File: src/rtl/cplx_accum_pkg.sv
`timescale 1ns/1ps
package cplx_accum_pkg;
  typedef enum logic [1:0] {
    OP_PASS = 2'b00,
    OP_ADD  = 2'b01,
    OP_SUB  = 2'b10,
    OP_NEG  = 2'b11
  } acc_op_e;

  localparam int LANES = 2;
endpackage

File: src/rtl/cacc_in_stage.sv
`timescale 1ns/1ps
module cacc_in_stage
  import cplx_accum_pkg::*;
#(
  parameter int DW = 16,
  parameter int SW = 3
) (
  input  logic          clk,
  input  logic          rst,
  input  logic [DW-1:0] a_in,
  input  logic [DW-1:0] b_in,
  input  logic          a_hold_n,
  input  logic          b_hold_n,
  input  logic [1:0]    re_op,
  input  logic [1:0]    im_op,
  input  logic          clr,
  input  logic          fb_sel,
  input  logic [SW-1:0] scale,
  input  logic          dly_sel,
  output logic [DW-1:0] a_reg,
  output logic [DW-1:0] x_re,
  output logic [DW-1:0] x_im,
  output acc_op_e       op_re_q,
  output acc_op_e       op_im_q,
  output logic          clr_q,
  output logic          fb_q,
  output logic [SW-1:0] scale_q
);
  logic [DW-1:0] b_reg;
  logic [DW-1:0] a_old;
  logic          dly_q;

  // sample registers with active-low load enables
  always_ff @(posedge clk) begin
    if (rst) begin
      a_reg <= '0;
      b_reg <= '0;
      a_old <= '0;
    end else begin
      if (!a_hold_n) a_reg <= a_in;
      if (!b_hold_n) b_reg <= b_in;
      a_old <= a_reg;
    end
  end

  // control capture
  always_ff @(posedge clk) begin
    if (rst) begin
      op_re_q <= OP_PASS;
      op_im_q <= OP_PASS;
      clr_q   <= 1'b0;
      fb_q    <= 1'b0;
      scale_q <= '0;
      dly_q   <= 1'b0;
    end else begin
      op_re_q <= acc_op_e'(re_op);
      op_im_q <= acc_op_e'(im_op);
      clr_q   <= clr;
      fb_q    <= fb_sel;
      scale_q <= scale;
      dly_q   <= dly_sel;
    end
  end

  assign x_re = dly_q ? a_old : a_reg;
  assign x_im = b_reg;
endmodule

File: src/rtl/cacc_lane.sv
`timescale 1ns/1ps
module cacc_lane
  import cplx_accum_pkg::*;
#(
  parameter int DW = 16,
  parameter int AW = 20
) (
  input  logic          clk,
  input  logic          rst,
  input  logic [DW-1:0] x,
  input  acc_op_e       op,
  input  logic          fb,
  input  logic          clr,
  output logic [AW-1:0] sum,
  output logic [AW-1:0] acc_q,
  output logic          add_ovf
);
  localparam int EXT = AW + 1 - DW;

  logic [AW:0] opnd;
  logic [AW:0] fbk;
  logic [AW:0] res;

  assign opnd = {{EXT{x[DW-1]}}, x};
  assign fbk  = (fb && !clr) ? {acc_q[AW-1], acc_q} : '0;

  always_comb begin
    unique case (op)
      OP_PASS: res = opnd;
      OP_ADD:  res = fbk + opnd;
      OP_SUB:  res = fbk - opnd;
      OP_NEG:  res = '0 - opnd;
      default: res = opnd;
    endcase
  end

  assign sum     = res[AW-1:0];
  assign add_ovf = res[AW] ^ res[AW-1];

  always_ff @(posedge clk) begin
    if (rst) acc_q <= '0;
    else     acc_q <= sum;
  end
endmodule

File: src/rtl/cacc_window.sv
`timescale 1ns/1ps
module cacc_window #(
  parameter int AW = 20,
  parameter int OW = 16,
  parameter int SW = 3
) (
  input  logic [AW-1:0] sum,
  input  logic [SW-1:0] scale,
  output logic [OW-1:0] field,
  output logic          rng_err
);
  localparam int MAXK = AW - OW;

  logic [OW-1:0] fld [MAXK+1];
  logic [MAXK:0] err;

  for (genvar k = 0; k <= MAXK; k++) begin : g_win
    localparam int UW = AW - OW - k + 1;
    logic [UW-1:0] upper;
    assign upper  = sum[AW-1 -: UW];
    assign fld[k] = sum[OW-1+k : k];
    assign err[k] = !((&upper) || (~|upper));
  end

  always_comb begin
    field   = fld[MAXK];
    rng_err = err[MAXK];
    for (int k = 0; k < MAXK; k++) begin
      if (scale == SW'(k)) begin
        field   = fld[k];
        rng_err = err[k];
      end
    end
  end
endmodule

File: src/rtl/cplx_accum.sv
`timescale 1ns/1ps
module cplx_accum
  import cplx_accum_pkg::*;
#(
  parameter int DW = 16,
  parameter int AW = 20,
  parameter int SW = 3
) (
  input  logic          clk,
  input  logic          rst,
  input  logic [DW-1:0] a_in,
  input  logic [DW-1:0] b_in,
  input  logic          a_hold_n,
  input  logic          b_hold_n,
  input  logic [1:0]    re_op,
  input  logic [1:0]    im_op,
  input  logic          clr,
  input  logic          fb_sel,
  input  logic [SW-1:0] scale,
  input  logic          dly_sel,
  input  logic          re_oe_n,
  input  logic          im_oe_n,
  output logic [DW-1:0] re_out,
  output logic [DW-1:0] im_out,
  output logic          re_vld,
  output logic          im_vld,
  output logic          ovf
);
  logic [DW-1:0] a_reg;
  logic [DW-1:0] x_re, x_im;
  acc_op_e       op_re_q, op_im_q;
  logic          clr_q, fb_q;
  logic [SW-1:0] scale_q;

  cacc_in_stage #(.DW(DW), .SW(SW)) u_in (
    .clk(clk), .rst(rst), .a_in(a_in), .b_in(b_in),
    .a_hold_n(a_hold_n), .b_hold_n(b_hold_n),
    .re_op(re_op), .im_op(im_op), .clr(clr), .fb_sel(fb_sel),
    .scale(scale), .dly_sel(dly_sel),
    .a_reg(a_reg), .x_re(x_re), .x_im(x_im),
    .op_re_q(op_re_q), .op_im_q(op_im_q),
    .clr_q(clr_q), .fb_q(fb_q), .scale_q(scale_q)
  );

  logic [DW-1:0] x_l   [LANES];
  acc_op_e       op_l  [LANES];
  logic [AW-1:0] sum_l [LANES];
  logic [AW-1:0] acc_q [LANES];
  logic [DW-1:0] win_l [LANES];
  logic [LANES-1:0] aovf_l;
  logic [LANES-1:0] rerr_l;

  assign x_l[0]  = x_re;
  assign x_l[1]  = x_im;
  assign op_l[0] = op_re_q;
  assign op_l[1] = op_im_q;

  for (genvar g = 0; g < LANES; g++) begin : g_lane
    cacc_lane #(.DW(DW), .AW(AW)) u_lane (
      .clk(clk), .rst(rst), .x(x_l[g]), .op(op_l[g]),
      .fb(fb_q), .clr(clr_q),
      .sum(sum_l[g]), .acc_q(acc_q[g]), .add_ovf(aovf_l[g])
    );
    cacc_window #(.AW(AW), .OW(DW), .SW(SW)) u_win (
      .sum(sum_l[g]), .scale(scale_q),
      .field(win_l[g]), .rng_err(rerr_l[g])
    );
  end

  always_ff @(posedge clk) begin
    if (rst) begin
      re_out <= '0;
      im_out <= '0;
      ovf    <= 1'b0;
      re_vld <= 1'b0;
      im_vld <= 1'b0;
    end else begin
      re_out <= win_l[0];
      im_out <= win_l[1];
      ovf    <= (|aovf_l) | (|rerr_l);
      re_vld <= ~re_oe_n;
      im_vld <= ~im_oe_n;
    end
  end
endmodule

File: config.mk
export PLATFORM = sky130hd
export DESIGN_NAME = cplx_accum
export DESIGN_NICKNAME = d
export VERILOG_FILES = /design/src/rtl/cplx_accum_pkg.sv /design/src/rtl/cacc_in_stage.sv /design/src/rtl/cacc_lane.sv /design/src/rtl/cacc_window.sv /design/src/rtl/cplx_accum.sv
export SDC_FILE = /design/constraint.sdc
export NUM_CORES = 1
export LEC_CHECK = 0
export BUFFER_PORTS_ARGS = -buffer_cell sky130_fd_sc_hd__buf_4
export CAP_MARGIN = 20
export CORE_MARGIN = 2
export CORE_UTILIZATION = 55
export DETAILED_ROUTE_END_ITERATION = 6
export GPL_ROUTABILITY_DRIVEN = 0
export PLACE_DENSITY = 0.75
export SLEW_MARGIN = 25
export SYNTH_ARGS = -nofsm -noshare
export SYNTH_HDL_FRONTEND = slang
export SYNTH_HIERARCHICAL = 1
export SYNTH_SLANG_ARGS = --single-unit
export TNS_END_PERCENT = 100
File: constraint.sdc
create_clock -name clk -period 5.8 [get_ports clk]
set_input_delay 0.58 -clock clk [delete_from_list [all_inputs] [get_ports clk]]
set_output_delay 0.58 -clock clk [all_outputs]
set_load 0.05 [all_outputs]
* After elaboration in Yosys (flattened, before gate mapping)
Cells that the tools add are included.
** Word-level totals
- Output and inout bits :: 35
- Logic and storage cells :: 104
- Bits of input ports :: 48
- Bits in registers :: 133
** Cells by class
- Bitwise operators :: 5
- Mux-type cells :: 21
- Reductions and logical operators :: 47
- Add/sub/neg operators :: 6
- Eq/ne operators :: 9
** Operators with widths (count)
- case mux 21 bit (4 select lines) :: 2
- two-way mux 16 bit :: 9
- adder 21 bit :: 2
- two-way mux 21 bit :: 2
- subtractor 21 bit :: 2
- subtractor 1 x 16 -> 17 bit, first input constant :: 2
- logical NOT 1 bit :: 17
- AND reduction 5 bit :: 2
- OR reduction 5 bit :: 2
- == test 2 bit, second input constant :: 4
- logical OR 1 bit :: 8
- two-way mux 1 bit :: 8
- AND reduction 4 bit :: 2
- OR reduction 2 bit :: 4
- OR reduction 4 bit :: 2
- == test 3 x 2 -> 1 bit, second input constant :: 2
- AND reduction 3 bit :: 2
- OR reduction 3 bit :: 2
- == test 2 x 1 -> 1 bit, second input constant :: 2
- logical NOT 2 bit :: 2
- AND reduction 2 bit :: 2
- == test 3 x 1 -> 1 bit, second input constant :: 1
- logical NOT 3 bit :: 1
- inverter 1 bit :: 2
- 3 further kinds :: 4

* Depth between registers and ports, before layout
- Depth in word-level cells :: 15
- Gate-level depth with buffers :: 24

* Hierarchy
Netlist, hierarchy kept.
** Modules (own cells, without submodules)
- cacc_lane at g_lane[1].u_lane :: cells each 367, sequential area each 400.4 sq um, area an instance 2738.9 sq um, times used 1
- cacc_lane at g_lane[0].u_lane :: cells each 358, sequential area each 400.4 sq um, area an instance 2568.7 sq um, times used 1
- cacc_in_stage :: cells each 176, sequential area each 1161.1 sq um, area an instance 2097.0 sq um, times used 1
- cplx_accum :: cells each 74, sequential area each 700.7 sq um, area an instance 978.4 sq um, times used 1
- cacc_window at g_lane[1].u_win :: cells each 139, sequential area each 0.0 sq um, area an instance 875.8 sq um, times used 1
- cacc_window at g_lane[0].u_win :: cells each 87, sequential area each 0.0 sq um, area an instance 659.4 sq um, times used 1

* Worst setup path before layout
Ideal clock, no wire load.
- Kind :: reg2reg
- Start point :: register u_in.dly_q
- End point :: register ovf
- Path buffers :: 1
- Setup slack :: 920 ps
- Library setup time :: 122 ps
- Data required time :: 5678 ps
- Arrival :: 4758 ps
- Period minus slack after synthesis :: 4880 ps
- Cell stages (with the launch flop) :: 25
- Cell sequence :: dfxtp_1 > buf_6 > mux2_2 > inv_1 > ha_1 > or3b_4 > or3_4 > nor3_1 > a21oi_1 > xnor2_1 > ha_1 > nand2_1 > o21ai_0 > nor3_1 > o41ai_1 > xor2_1 > nand2_1 > nand2_1 > inv_1 > ha_1 > inv_1 > o311ai_0 > nand4_1 > nor4_1 > nor2_2
** RTL lines
- start: declaration :: line cacc_in_stage.sv:31 : logic dly_q;
- start signal: assignment :: line cacc_in_stage.sv:61 : dly_q <= dly_sel;
- end signal: assignment :: line cplx_accum.sv:80 : ovf <= (|aovf_l) | (|rerr_l);
- end: declaration :: line cplx_accum.sv:27 : output logic ovf

==> flow_metrics.tcl <==
set metrics [dict create \
    status "completed" \
    ctsResizeCount 0 \
    min_from "re_oe_n" \
    syn_avg_cell_area_um2 8.258 \
    fin_ws_ns 0.4144 \
    post-place-ws_ns 0.3802 \
    synth_area_leader_cell "dfxtp_1" \
    tns_ns 0 \
    finalCritPeriodShare_pct 92.86 \
    die_x_um 138.3 \
    required_ns 6.09 \
    peakVddDrop_v 0.0002114 \
    cp.arrival_ns 5.67 \
    startpoint_type "flip-flop" \
    seqCellArea_um2 2665 \
    rsz0062_at_grt "false" \
    cts_max_level 4 \
    min_path_type "input port to flip-flop" \
    dieArea_um2 19120 \
    start_util_pct 55.59 \
    synth_flop_cell "dfxtp_1" \
    die_h_um 138.3 \
    cts_tree "done" \
    via_per_inst 5.896 \
    root_buffer "clkbuf_16" \
    netlist_instances 1201 \
    end_kind "flip-flop" \
    worst_pin_slew_ns 0.9555 \
    area_growth_syn_to_layout_pct 10.74 \
    cts.path.max_buffers 2 \
    synth-edff-count 0 \
    critical_path.cell_chain "buf_4 > mux2_4 > or3_1 > or3_1 > nor3_1 > nor2_1 > xnor2_1 > ha_1 > a21oi_1 > o21ai_0 > a41oi_2 > o21ai_0 > a221oi_1 > mux2i_1 > nand2_1 > inv_1 > ha_1 > inv_1 > o311ai_0 > nand4_1 > nor4_1 > nor2_2" \
    yosysWarningCount 6 \
    ys_async_sr_fraction_pct 0 \
    hpwl_mm 17.28 \
    max_freq_mhz 185.7 \
    cap_violations 0 \
    top_layer "met4" \
    r2r_start "u_in/dly_q$_SDFF_PP0_" \
    diodes 0 \
    regMostFlops "g_lane.u_lane/acc_q" \
    largest_reg_flops 40 \
    power.density_nw_per_um2 270.7 \
    multi_input_area_um2 6638 \
    ant_nets 0 \
    critical_path_class "flip-flop to flip-flop" \
    finClkSkew_ns 0.008358 \
    firstDrtPassIters 5 \
    fin_nets 1336 \
    hold_viol 0 \
    path_clk_slew_ns 0.06 \
    grt_pass1_wl_mm 39.75 \
    portBuffers 82 \
    synth.distinct_cells 83 \
    ys_seq_area_share_pct 26.84 \
    drv_slew 0 \
    final_cells 1476 \
    fill_cells 1552 \
    insertion_delay_ns 0.42 \
    power_frac_comb_pct 32.5 \
    grt_util_all_layers_pct 24.97 \
    grt_pass1_vias 8148 \
    gr-total-overflow 0 \
    drive_gt1_share_pct 15.96 \
    hold_buffers 0 \
    yosys-top-cells-area "dfxtp_1 27%, ha_1 6.6%, mux2i_1 6.0%" \
    placed_cells 1444 \
    path_max_fanout 12 \
    internal-power_w 0.001961 \
    cts_setup_buffers 0 \
    wl_met1_mm 10.88 \
    vias 8702 \
    syn_area_um2 9918 \
    critPathBufInv 3 \
    fp.coreArea_um2 17840 \
    route.met3.wl_mm 1.185 \
    drc 0 \
    cts_num_sinks 133 \
    min_period_ns 5.386 \
    worstSetupStartpoint "u_in/dly_q$_SDFF_PP0_" \
    finalSetupViolations 0 \
    syn-num-nets 1303 \
    grt_start_max_net_pins 79 \
    crit_family "simple AND/OR/NAND/NOR gates" \
    relSlewSlack_pct 36.07 \
    io_pins 83 \
    yosysTopAreaCellShare_pct 26.84 \
    p_leak_nw 4.733 \
    num_rows 49 \
    cts_buffers 17 \
    met2WireLength_mm 11.57 \
    wl_per_cell_um 16.39 \
    drt_iter0_drc 550 \
    p_sw_share_pct 34.06 \
    crit_slowest_cell "dfxtp_1" \
    ys_seq_elements 133 \
    p_sw_w 0.001013 \
    antenna_found_initial 0 \
    pwr-share-clk_pct 33.5 \
    slowest_delay_ns 0.44 \
    p_seq_share_pct 34.1 \
    wirelength_mm 24.20 \
]
[synthesized netlist by cell type, types with 35 or more instances]
library cell    n
nor2_1         99
and2_1         47
xnor2_1        48
inv_1          35
a21oi_1        78
o21ai_0        49
ha_1           52
nor3_1         49
dfxtp_1       133
nand2_1        94
clkbuf_1       41
mux2i_1        59
nor2b_1        85
[metal layers]
metal  global-route usage, %  vias up
met5                       0        -
met4                   8.754        0
met3                   4.157       46
met2                   42.24      254
met1                   32.32     4104
li1                        -     4298
[power groups by stage]
stage,logic (W),clock network [W],registers (W)
2_1_floorplan,0.000680,0,0.00110
3_3_place_gp,0.000932,0,0.00103
3_5_place_dp,0.000947,0,0.00103
4_1_cts,0.000954,0.00102,0.00101
5_1_grt,0.00106,0.00106,0.00102
6_report,0.000965,0.000995,0.00101
[cells by family after synthesis]
group,Yosys count,synth area share (%)
multiplexers,97,11.03
XOR/XNOR,61,5.601
flip-flops,133,26.84
AO/OA/AOI/OAI,279,18.52
buffers and inverters,118,6.434
AND/OR/NAND/NOR,459,24.61
adder cells (fa/ha/maj),54,6.964
[final cells by class]
type	instances	area share, %
tap	229	2.609
multi-input combinational	950	60.44
clock inverter	13	0.9911
inverter	37	1.265
timing repair buffer	95	6.494
clock buffer	19	3.942
sequential	133	24.27
[worst reg2reg max path, stage by stage (launching register included)]
cell      delay [ns]
dfxtp_1         0.44
buf_4           0.29
mux2_4          0.35
or3_1           0.41
or3_1           0.37
nor3_1          0.27
nor2_1          0.09
xnor2_1         0.16
ha_1            0.35
a21oi_1         0.16
o21ai_0         0.11
a41oi_2         0.24
o21ai_0         0.19
a221oi_1        0.33
mux2i_1         0.31
nand2_1         0.17
inv_1           0.12
ha_1            0.15
inv_1           0.04
o311ai_0        0.27
nand4_1         0.13
nor4_1          0.26
nor2_2          0.04
[per-stage QoR]
stage	util, %	hold WS [ns]	total power, W	area (um2)
4_1_cts	61.45	0.2998	0.002984	10960
3_5_place_dp	58.41	0.4777	0.001980	10420
2_1_floorplan	-	0.4509	0.001778	9918
3_3_place_gp	58.41	0.4697	0.001964	10420
5_1_grt	61.56	0.3036	0.003135	10980
6_report	61.56	0.3140	0.002974	10980
[cells in the final DEF, fill, tap and decap left out, types with 10 or more instances in the layout]
| cell | instances |
|---|---|
| nor2_1 | 99 |
| o221ai_1 | 13 |
| a21o_1 | 17 |
| xnor2_1 | 48 |
| clkbuf_16 | 17 |
| nor2b_1 | 85 |
| o32ai_1 | 10 |
| o21ai_1 | 12 |
| nand2_1 | 94 |
| mux2_2 | 24 |
| a21oi_1 | 78 |
| and2_1 | 47 |
| a31oi_1 | 13 |
| buf_4 | 95 |
| nand3_1 | 12 |
| o21ai_0 | 49 |
| ha_1 | 52 |
| nand2b_1 | 12 |
| mux2i_1 | 59 |
| mux2_4 | 11 |
| dfxtp_1 | 131 |
| xor2_1 | 11 |
| nor3_1 | 48 |
| inv_1 | 35 |
[path summary, 6_finish.rpt]
kind                            slack, ns  depth (start not counted)                        end
worst max register to register       0.41                         22             ovf$_SDFF_PP0_
worst min register to register       0.48                          1  u_in/a_old[15]$_SDFF_PP0_
worst max-delay path                 0.41                         22             ovf$_SDFF_PP0_
worst min-delay path                 0.31                          2          re_vld$_SDFF_PP0_
Note: power is estimated with default switching activity, not from simulation.
